**config.mk**
```make
export PLATFORM = sky130hd
export DESIGN_NAME = rdr_thresh_pack
export DESIGN_NICKNAME = d
export VERILOG_FILES = /design/src/rtl/rtp_pkg.sv /design/src/rtl/rtp_log8.sv /design/src/rtl/rtp_vec_ctl.sv /design/src/rtl/rtp_packer.sv /design/src/rtl/rdr_thresh_pack.sv
export SDC_FILE = /design/constraint.sdc
export NUM_CORES = 1
export LEC_CHECK = 0
export BUFFER_PORTS_ARGS = -buffer_cell sky130_fd_sc_hd__buf_2
export CELL_PAD_IN_SITES_DETAIL_PLACEMENT = 0
export CELL_PAD_IN_SITES_GLOBAL_PLACEMENT = 2
export CORE_MARGIN = 3
export CORE_UTILIZATION = 37
export DETAILED_ROUTE_END_ITERATION = 10
export GPL_TIMING_DRIVEN = 0
export PLACE_DENSITY_LB_ADDON = 0.15
export SLEW_MARGIN = 20
export SYNTH_ARGS = -nofsm -noshare
export SYNTH_HDL_FRONTEND = slang
export SYNTH_SLANG_ARGS = --single-unit
```
**constraint.sdc**
```tcl
create_clock -name clk -period 6.1 [get_ports clk]
set_input_delay 0.915 -clock clk [delete_from_list [all_inputs] [get_ports clk]]
set_output_delay 0.915 -clock clk [all_outputs]
set_load 0.02 [all_outputs]
```
**src/rtl/rtp_pkg.sv**
```systemverilog
package rtp_pkg;
  typedef enum logic [1:0] {
    FMT_MAG   = 2'd0,
    FMT_MAGPH = 2'd1,
    FMT_LOG   = 2'd2,
    FMT_RSV   = 2'd3
  } fmt_e;
endpackage

```
**src/rtl/rtp_log8.sv**
```systemverilog
// Leading-one based log approximation: position in the high bits,
// four following mantissa bits in the low bits.
module rtp_log8 #(
  parameter int MAG_W = 16,
  localparam int POS_W = $clog2(MAG_W),
  localparam int LOG_W = POS_W + 4
) (
  input  logic [MAG_W-1:0] mag,
  output logic [LOG_W-1:0] lg
);
  logic [POS_W-1:0] pos;
  logic [MAG_W-1:0] norm;

  always_comb begin
    pos = '0;
    for (int i = 0; i < MAG_W; i++) begin
      if (mag[i]) pos = POS_W'(i);
    end
    norm = mag << (POS_W'(MAG_W - 1) - pos);
    if (mag == '0) lg = '0;
    else           lg = {pos, norm[MAG_W-2 -: 4]};
  end
endmodule

```
**src/rtl/rtp_vec_ctl.sv**
```systemverilog
// Per-vector configuration capture and cell counter.
module rtp_vec_ctl #(
  parameter int MAG_W = 16,
  parameter int IDX_W = 16
) (
  input  logic             clk,
  input  logic             rst_n,
  input  logic             fire,
  input  logic             sov,
  input  logic [MAG_W-1:0] cfg_thr,
  input  logic [1:0]       cfg_mode,
  input  logic             cfg_en,
  output logic [MAG_W-1:0] eff_thr,
  output logic [1:0]       eff_mode,
  output logic             eff_en,
  output logic [IDX_W-1:0] cell_idx
);
  logic [MAG_W-1:0] thr_q;
  logic [1:0]       mode_q;
  logic             en_q;
  logic [IDX_W-1:0] cnt_q, cnt_d;
  logic             cnt_ce, cfg_ce;

  always_comb begin
    eff_thr  = sov ? cfg_thr  : thr_q;
    eff_mode = sov ? cfg_mode : mode_q;
    eff_en   = sov ? cfg_en   : en_q;
    cell_idx = sov ? '0 : cnt_q;
    cnt_d    = cell_idx + IDX_W'(1);
    cnt_ce   = fire;
    cfg_ce   = fire & sov;
  end

  always_ff @(posedge clk or negedge rst_n) begin
    if (!rst_n) begin
      cnt_q  <= '0;
      thr_q  <= '0;
      mode_q <= '0;
      en_q   <= 1'b0;
    end else begin
      if (cnt_ce) cnt_q <= cnt_d;
      if (cfg_ce) begin
        thr_q  <= cfg_thr;
        mode_q <= cfg_mode;
        en_q   <= cfg_en;
      end
    end
  end
endmodule

```
**src/rtl/rtp_packer.sv**
```systemverilog
// Accumulates variable-width entries LSB-first and emits full or closing words.
module rtp_packer #(
  parameter int OUT_W  = 64,
  parameter int ENT_W  = 48,
  parameter int FILL_W = 7
) (
  input  logic              clk,
  input  logic              rst_n,
  input  logic              fire,
  input  logic              sov,
  input  logic              eov,
  input  logic              keep,
  input  logic [ENT_W-1:0]  entry,
  input  logic [FILL_W-1:0] ent_w,
  input  logic              out_ready,
  output logic              in_ready,
  output logic              out_valid,
  output logic [OUT_W-1:0]  out_data,
  output logic              out_last
);
  localparam int CMP_W = FILL_W + 2;

  logic [OUT_W-1:0]  acc_q, acc_d, merged, placed;
  logic [FILL_W-1:0] fill_q, fill_d, fill_base;
  logic [CMP_W-1:0]  fill_sum, next_end;
  logic              full, emit;

  always_comb begin
    fill_base = sov ? '0 : fill_q;
    placed    = OUT_W'(entry) << fill_base;
    merged    = (sov ? '0 : acc_q) | (keep ? placed : '0);
    fill_sum  = CMP_W'(fill_base) + (keep ? CMP_W'(ent_w) : '0);
    next_end  = fill_sum + CMP_W'(ent_w);
    full      = keep && (next_end > CMP_W'(OUT_W));
    emit      = fire && (full || eov);
    acc_d     = emit ? '0 : merged;
    fill_d    = emit ? '0 : FILL_W'(fill_sum);
    in_ready  = !out_valid || out_ready;
  end

  always_ff @(posedge clk or negedge rst_n) begin
    if (!rst_n) begin
      acc_q     <= '0;
      fill_q    <= '0;
      out_valid <= 1'b0;
      out_data  <= '0;
      out_last  <= 1'b0;
    end else begin
      if (fire) begin
        acc_q  <= acc_d;
        fill_q <= fill_d;
      end
      if (emit) begin
        out_valid <= 1'b1;
        out_data  <= merged;
        out_last  <= eov;
      end else if (out_ready) begin
        out_valid <= 1'b0;
      end
    end
  end
endmodule

```
**src/rtl/rdr_thresh_pack.sv**
```systemverilog
module rdr_thresh_pack #(
  parameter int MAG_W = 16,
  parameter int PH_W  = 16,
  parameter int IDX_W = 16,
  parameter int OUT_W = 64
) (
  input  logic             clk,
  input  logic             rst_n,
  input  logic             in_valid,
  output logic             in_ready,
  input  logic             in_sov,
  input  logic             in_eov,
  input  logic [MAG_W-1:0] in_mag,
  input  logic [PH_W-1:0]  in_phase,
  input  logic [MAG_W-1:0] cfg_thresh,
  input  logic [1:0]       cfg_mode,
  input  logic             cfg_thr_en,
  output logic             out_valid,
  input  logic             out_ready,
  output logic [OUT_W-1:0] out_data,
  output logic             out_last
);
  import rtp_pkg::*;

  localparam int LOG_W  = $clog2(MAG_W) + 4;
  localparam int PAY_W  = MAG_W + PH_W;
  localparam int ENT_W  = PAY_W + IDX_W;
  localparam int FILL_W = $clog2(OUT_W + 1);

  logic             in_fire, keep, eff_en;
  logic [MAG_W-1:0] eff_thr;
  logic [1:0]       eff_mode;
  logic [IDX_W-1:0] cell_idx;
  logic [LOG_W-1:0] log_val;
  logic [PAY_W-1:0] payload;
  logic [ENT_W-1:0] entry;
  logic [FILL_W-1:0] pay_w, ent_w;

  assign in_fire = in_valid & in_ready;

  rtp_vec_ctl #(.MAG_W(MAG_W), .IDX_W(IDX_W)) u_ctl (
    .clk(clk), .rst_n(rst_n), .fire(in_fire), .sov(in_sov),
    .cfg_thr(cfg_thresh), .cfg_mode(cfg_mode), .cfg_en(cfg_thr_en),
    .eff_thr(eff_thr), .eff_mode(eff_mode), .eff_en(eff_en),
    .cell_idx(cell_idx)
  );

  rtp_log8 #(.MAG_W(MAG_W)) u_log (.mag(in_mag), .lg(log_val));

  always_comb begin
    keep = !eff_en || (in_mag > eff_thr);
    case (fmt_e'(eff_mode))
      FMT_MAGPH: begin payload = {in_phase, in_mag};   pay_w = FILL_W'(PAY_W); end
      FMT_LOG:   begin payload = PAY_W'(log_val);      pay_w = FILL_W'(LOG_W); end
      default:   begin payload = PAY_W'(in_mag);       pay_w = FILL_W'(MAG_W); end
    endcase
    if (eff_en) begin
      entry = {payload, cell_idx};
      ent_w = pay_w + FILL_W'(IDX_W);
    end else begin
      entry = ENT_W'(payload);
      ent_w = pay_w;
    end
  end

  rtp_packer #(.OUT_W(OUT_W), .ENT_W(ENT_W), .FILL_W(FILL_W)) u_pack (
    .clk(clk), .rst_n(rst_n), .fire(in_fire), .sov(in_sov), .eov(in_eov),
    .keep(keep), .entry(entry), .ent_w(ent_w), .out_ready(out_ready),
    .in_ready(in_ready), .out_valid(out_valid), .out_data(out_data),
    .out_last(out_last)
  );
endmodule

```
==> metrics.md <==
| Metric | Value |
|---|---|
| Status | `finished with violations` |
| Violated checks | `negative setup slack` |
| Syn. warnings | `0` |
| I/O pin count | `between 100 and 150` |
| Hold-fix buffers, CTS | `0` |
| Post-synth top flop | `dfrtp_1` |
| FFs w/ async S/R, synth | `1.000` |
| Fmax | `about 0.16 GHz` |
| RD Place Congestion | `roughly 0.98` |
| Clock skew | `approximately 0.012 ns` |
| CTS tree | `yes` |
| Setup TNS | `-0.3057 ns` |
| Final Power | `6.501 mW` |
| Max Slew Vio Count | `0` |
| Post-synth top area share | `0.3180` |
| Worst path top cell family by delay | `compound AO/OA/AOI/OAI gates` |
| Buffers on Ports | `between 100 and 150` |
| Largest net degree at the start of global routing | `slightly below 90` |
| Post-route DRC violation count | `0` |
| Synth area leader | `dfrtp_1` |
| WP buf/inv | `7` |
| CTS root buffer | `clkbuf_16` |
| CP max FO | `7` |
| Number of CTS-inserted buffers | `17` |
| Row cnt | `a little under 70` |
| Final WS setup | `-0.05572 ns` |
| Vias in the first global route | `roughly 14000` |
| Overflow after GRT | `0` |
| R2r setup slk | `around 0.19 ns` |
| Hold slack | `around 0.34 ns` |
| Crit-path max cell delay | `between 0.5 and 0.6 ns` |
| Final Critical Period | `6.156 ns` |
| Startpoint Class | `primary input` |
| Final Core Density | `0.4700` |
| CTS clk-pin slew, worst paths | `0.07 ns` |
| RSZ-0062 raised after global routing | `true` |
| DRT iter0 DRCs | `approximately 2200` |
| Antenna Cells | `0` |
| Power per cell area | `approximately 390 nW/um^2` |
| Reg-to-reg startpoint | `u_pack.fill_q[4]` |
| Critical Path RT | `around 6.5 ns` |
| Cell area after synthesis | `13530 um^2` |
| Area grow syn2layout | `24.44%` |
| Worst-Skew Late Latency | `about 0.45 ns` |
| # setup viols final | `10` |
| Final net count | `slightly below 2000` |
| H-tree Lvls | `4` |
| Initial Util | `0.3777` |
| Final Cycle Share | `1.009` |
| Seq/Total Area, Yosys | `0.3180` |
| DIE WIDTH | `roughly 200 um` |
| Die height | `just under 200 um` |
| Worst r2r dst | `u_pack.acc_q[10]` |
| Remaining antenna violation count | `0` |
| Slew at the pin closest to its max-slew limit | `roughly 1.2 ns` |
| Critical path class | `in2reg` |
| Worst VDD drop | `around 260 uV` |
| Mapped Avg Cell Area | `approximately 8 um^2` |
| Yosys cell types | `87` |
| Most common cell on crit path | `a21o_1` |
| Most frequent cell after synthesis | `nand2_1` |
| Core Area | `approximately 36000 um^2` |
| Drt wl/cell | `just under 30 um` |
| Max_slew headroom | `0.1990` |
| CTS max path bufs | `2` |
| Slowest stage cell, crit path | `or4_4` |
| Total die area | `just under 40000 um^2` |
| Vias after detailed routing | `approximately 15000` |
| Seq cells post-synth | `around 170` |
| Post-DP HPWL | `52510 um` |
| Worst R2R Path Depth | `20` |
| Hold WC Path Type | `in2async` |
| First-pass iteration count of the detailed router | `6` |
| Post-synthesis net count | `~1800` |
| Synth top area cells | `dfrtp_1 (32%), nand2_1 (6.7%), mux2i_1 (4.7%)` |
| Leakage | `7.333 nW` |
| Clk sink count | `approximately 170` |
| GRT Overall Usage | `0.3388` |
| WL final | `between 60000 and 70000 um` |
| Post-synth EDFFs | `0` |
| Final hold vios | `0` |
| Fill cell count | `3573` |
| Share of cells above drive strength 1 | `0.2288` |
| Commonest cells post-synth | `nand2_1 (241), dfrtp_1 (172), nor2_1 (158), a21oi_1 (121), o21ai_0 (118)` |
| Initial antenna violation count | `2` |
| Critical Path End Type | `flop` |
| First-pass GRT wire length | `97900 um` |
| Stages on the worst setup path | `29` |
| CP arrival | `around 6.5 ns` |
| Synth Instances | `between 1500 and 2000` |
| Maximum Capacitance Violations | `0` |
| Vias per Instance | `between 6 and 7` |
[worst max path at each step]
stage	start	end	slack, ns
after global placement	in_sov	u_pack.acc_q[42]	-1.43
after detailed placement	in_sov	u_pack.acc_q[42]	-1.56
after floorplan	in_sov	u_pack.out_data[27]	-0.22
after global routing	in_sov	u_pack.acc_q[10]	-0.21
after CTS	in_sov	u_pack.acc_q[28]	0.006
final	in_sov	u_pack.acc_q[10]	-0.06
[worst reg2reg max path: stages (launching register included)]
cell	delay, ns
dfrtp_1	0.36
clkbuf_1	0.19
inv_1	0.23
nor2_1	0.13
inv_1	0.15
clkbuf_1	0.58
clkbuf_1	0.75
fa_1	0.59
inv_2	0.09
fa_2	0.43
or4_4	0.59
a21oi_2	0.13
o21ai_1	0.06
a21oi_1	0.18
o21bai_1	0.09
a21o_2	0.25
buf_6	0.13
or2_4	0.28
buf_12	0.15
nor2_4	0.27
a22o_1	0.19
[power by group]
group / total, mW / switching [mW] / internal, mW
combinational: 3.72 / 2.39 / 1.33
sequential: 1.72 / 0.245 / 1.48
clock: 1.06 / 0.484 / 0.573
[placed cells by master, fill, tap and decap left out, types with 15 or more instances in the layout]
master | synthesis | routed
mux2_2 | 37 | 37
mux2i_1 | 64 | 64
buf_4 | 1 | 35
a21oi_2 | 0 | 18
and3_4 | 0 | 19
clkbuf_1 | 104 | 83
a21o_1 | 17 | 16
inv_1 | 24 | 22
o211ai_1 | 21 | 21
nor2_1 | 158 | 134
buf_12 | 0 | 17
a221oi_1 | 24 | 24
nor3_1 | 24 | 21
buf_2 | 9 | 129
a22o_1 | 45 | 45
o21ai_1 | 12 | 48
nand3_1 | 56 | 55
a31oi_1 | 27 | 25
ha_1 | 29 | 28
dfrtp_1 | 172 | 172
o22ai_1 | 16 | 15
nand2_1 | 241 | 227
a211oi_1 | 24 | 23
o21ai_0 | 118 | 72
clkbuf_16 | 0 | 26
nor2b_1 | 16 | 16
a21oi_1 | 121 | 103
[cells by family after synthesis]
kind of cell             synth area share
AO/OA/AOI/OAI                      0.2957
XOR/XNOR                         0.009061
adder cells (fa/ha/maj)           0.03125
buffers and inverters             0.04687
flip-flops                         0.3180
multiplexers                      0.09310
AND/OR/NAND/NOR                    0.2060
[flip-flops by register name (all words and copies together), names as in the netlist]
signal	cells
u_ctl.cnt_q	16
u_ctl.en_q	1
u_ctl.mode_q	2
u_ctl.thr_q	16
u_pack.acc_q	64
u_pack.fill_q	7
u_pack.out_data	64
u_pack.out_last	1
u_pack.out_valid	1
[stage by stage]
step / cells / worst slack [ns] / cell area [um^2]
6_report: 2345 / -0.05572 / 16840
5_1_grt: 2345 / -0.2107 / 16840
4_1_cts: 2311 / 0.005891 / 15840
3_5_place_dp: 2269 / -1.556 / 15020
3_3_place_gp: 2267 / -1.432 / 14950
2_1_floorplan: 1684 / -0.2161 / 13770
[what timing repair did]
item                                    CTS  global route
resized for setup                        34           194
gates cloned                              2             7
pin swaps                                11            43
buffers inserted                         13            28
endpoints found under the setup margin  133           126
[cell type report]
cell class,instances,area (um^2),share of cell area
well taps,461,576.8,0.03425
clock buffers,18,439.2,0.02608
clock inverters,11,113.9,0.006761
flip-flops and latches,172,4304,0.2556
multi-input cells,1353,9170,0.5445
inverters,25,93.84,0.005572
repair buffers,173,1251,0.07430
plain buffers,132,890.9,0.05290
[per-layer routing]
layer  GRT usage  wire length, um  vias up
met5           0                0        -
met4     0.08263             1445        0
met3     0.06140             6579       89
met1      0.5196            31480     7633
met2      0.4911            28720      799
li1            -                -     6680
Note: power is estimated with default switching activity, not from simulation.
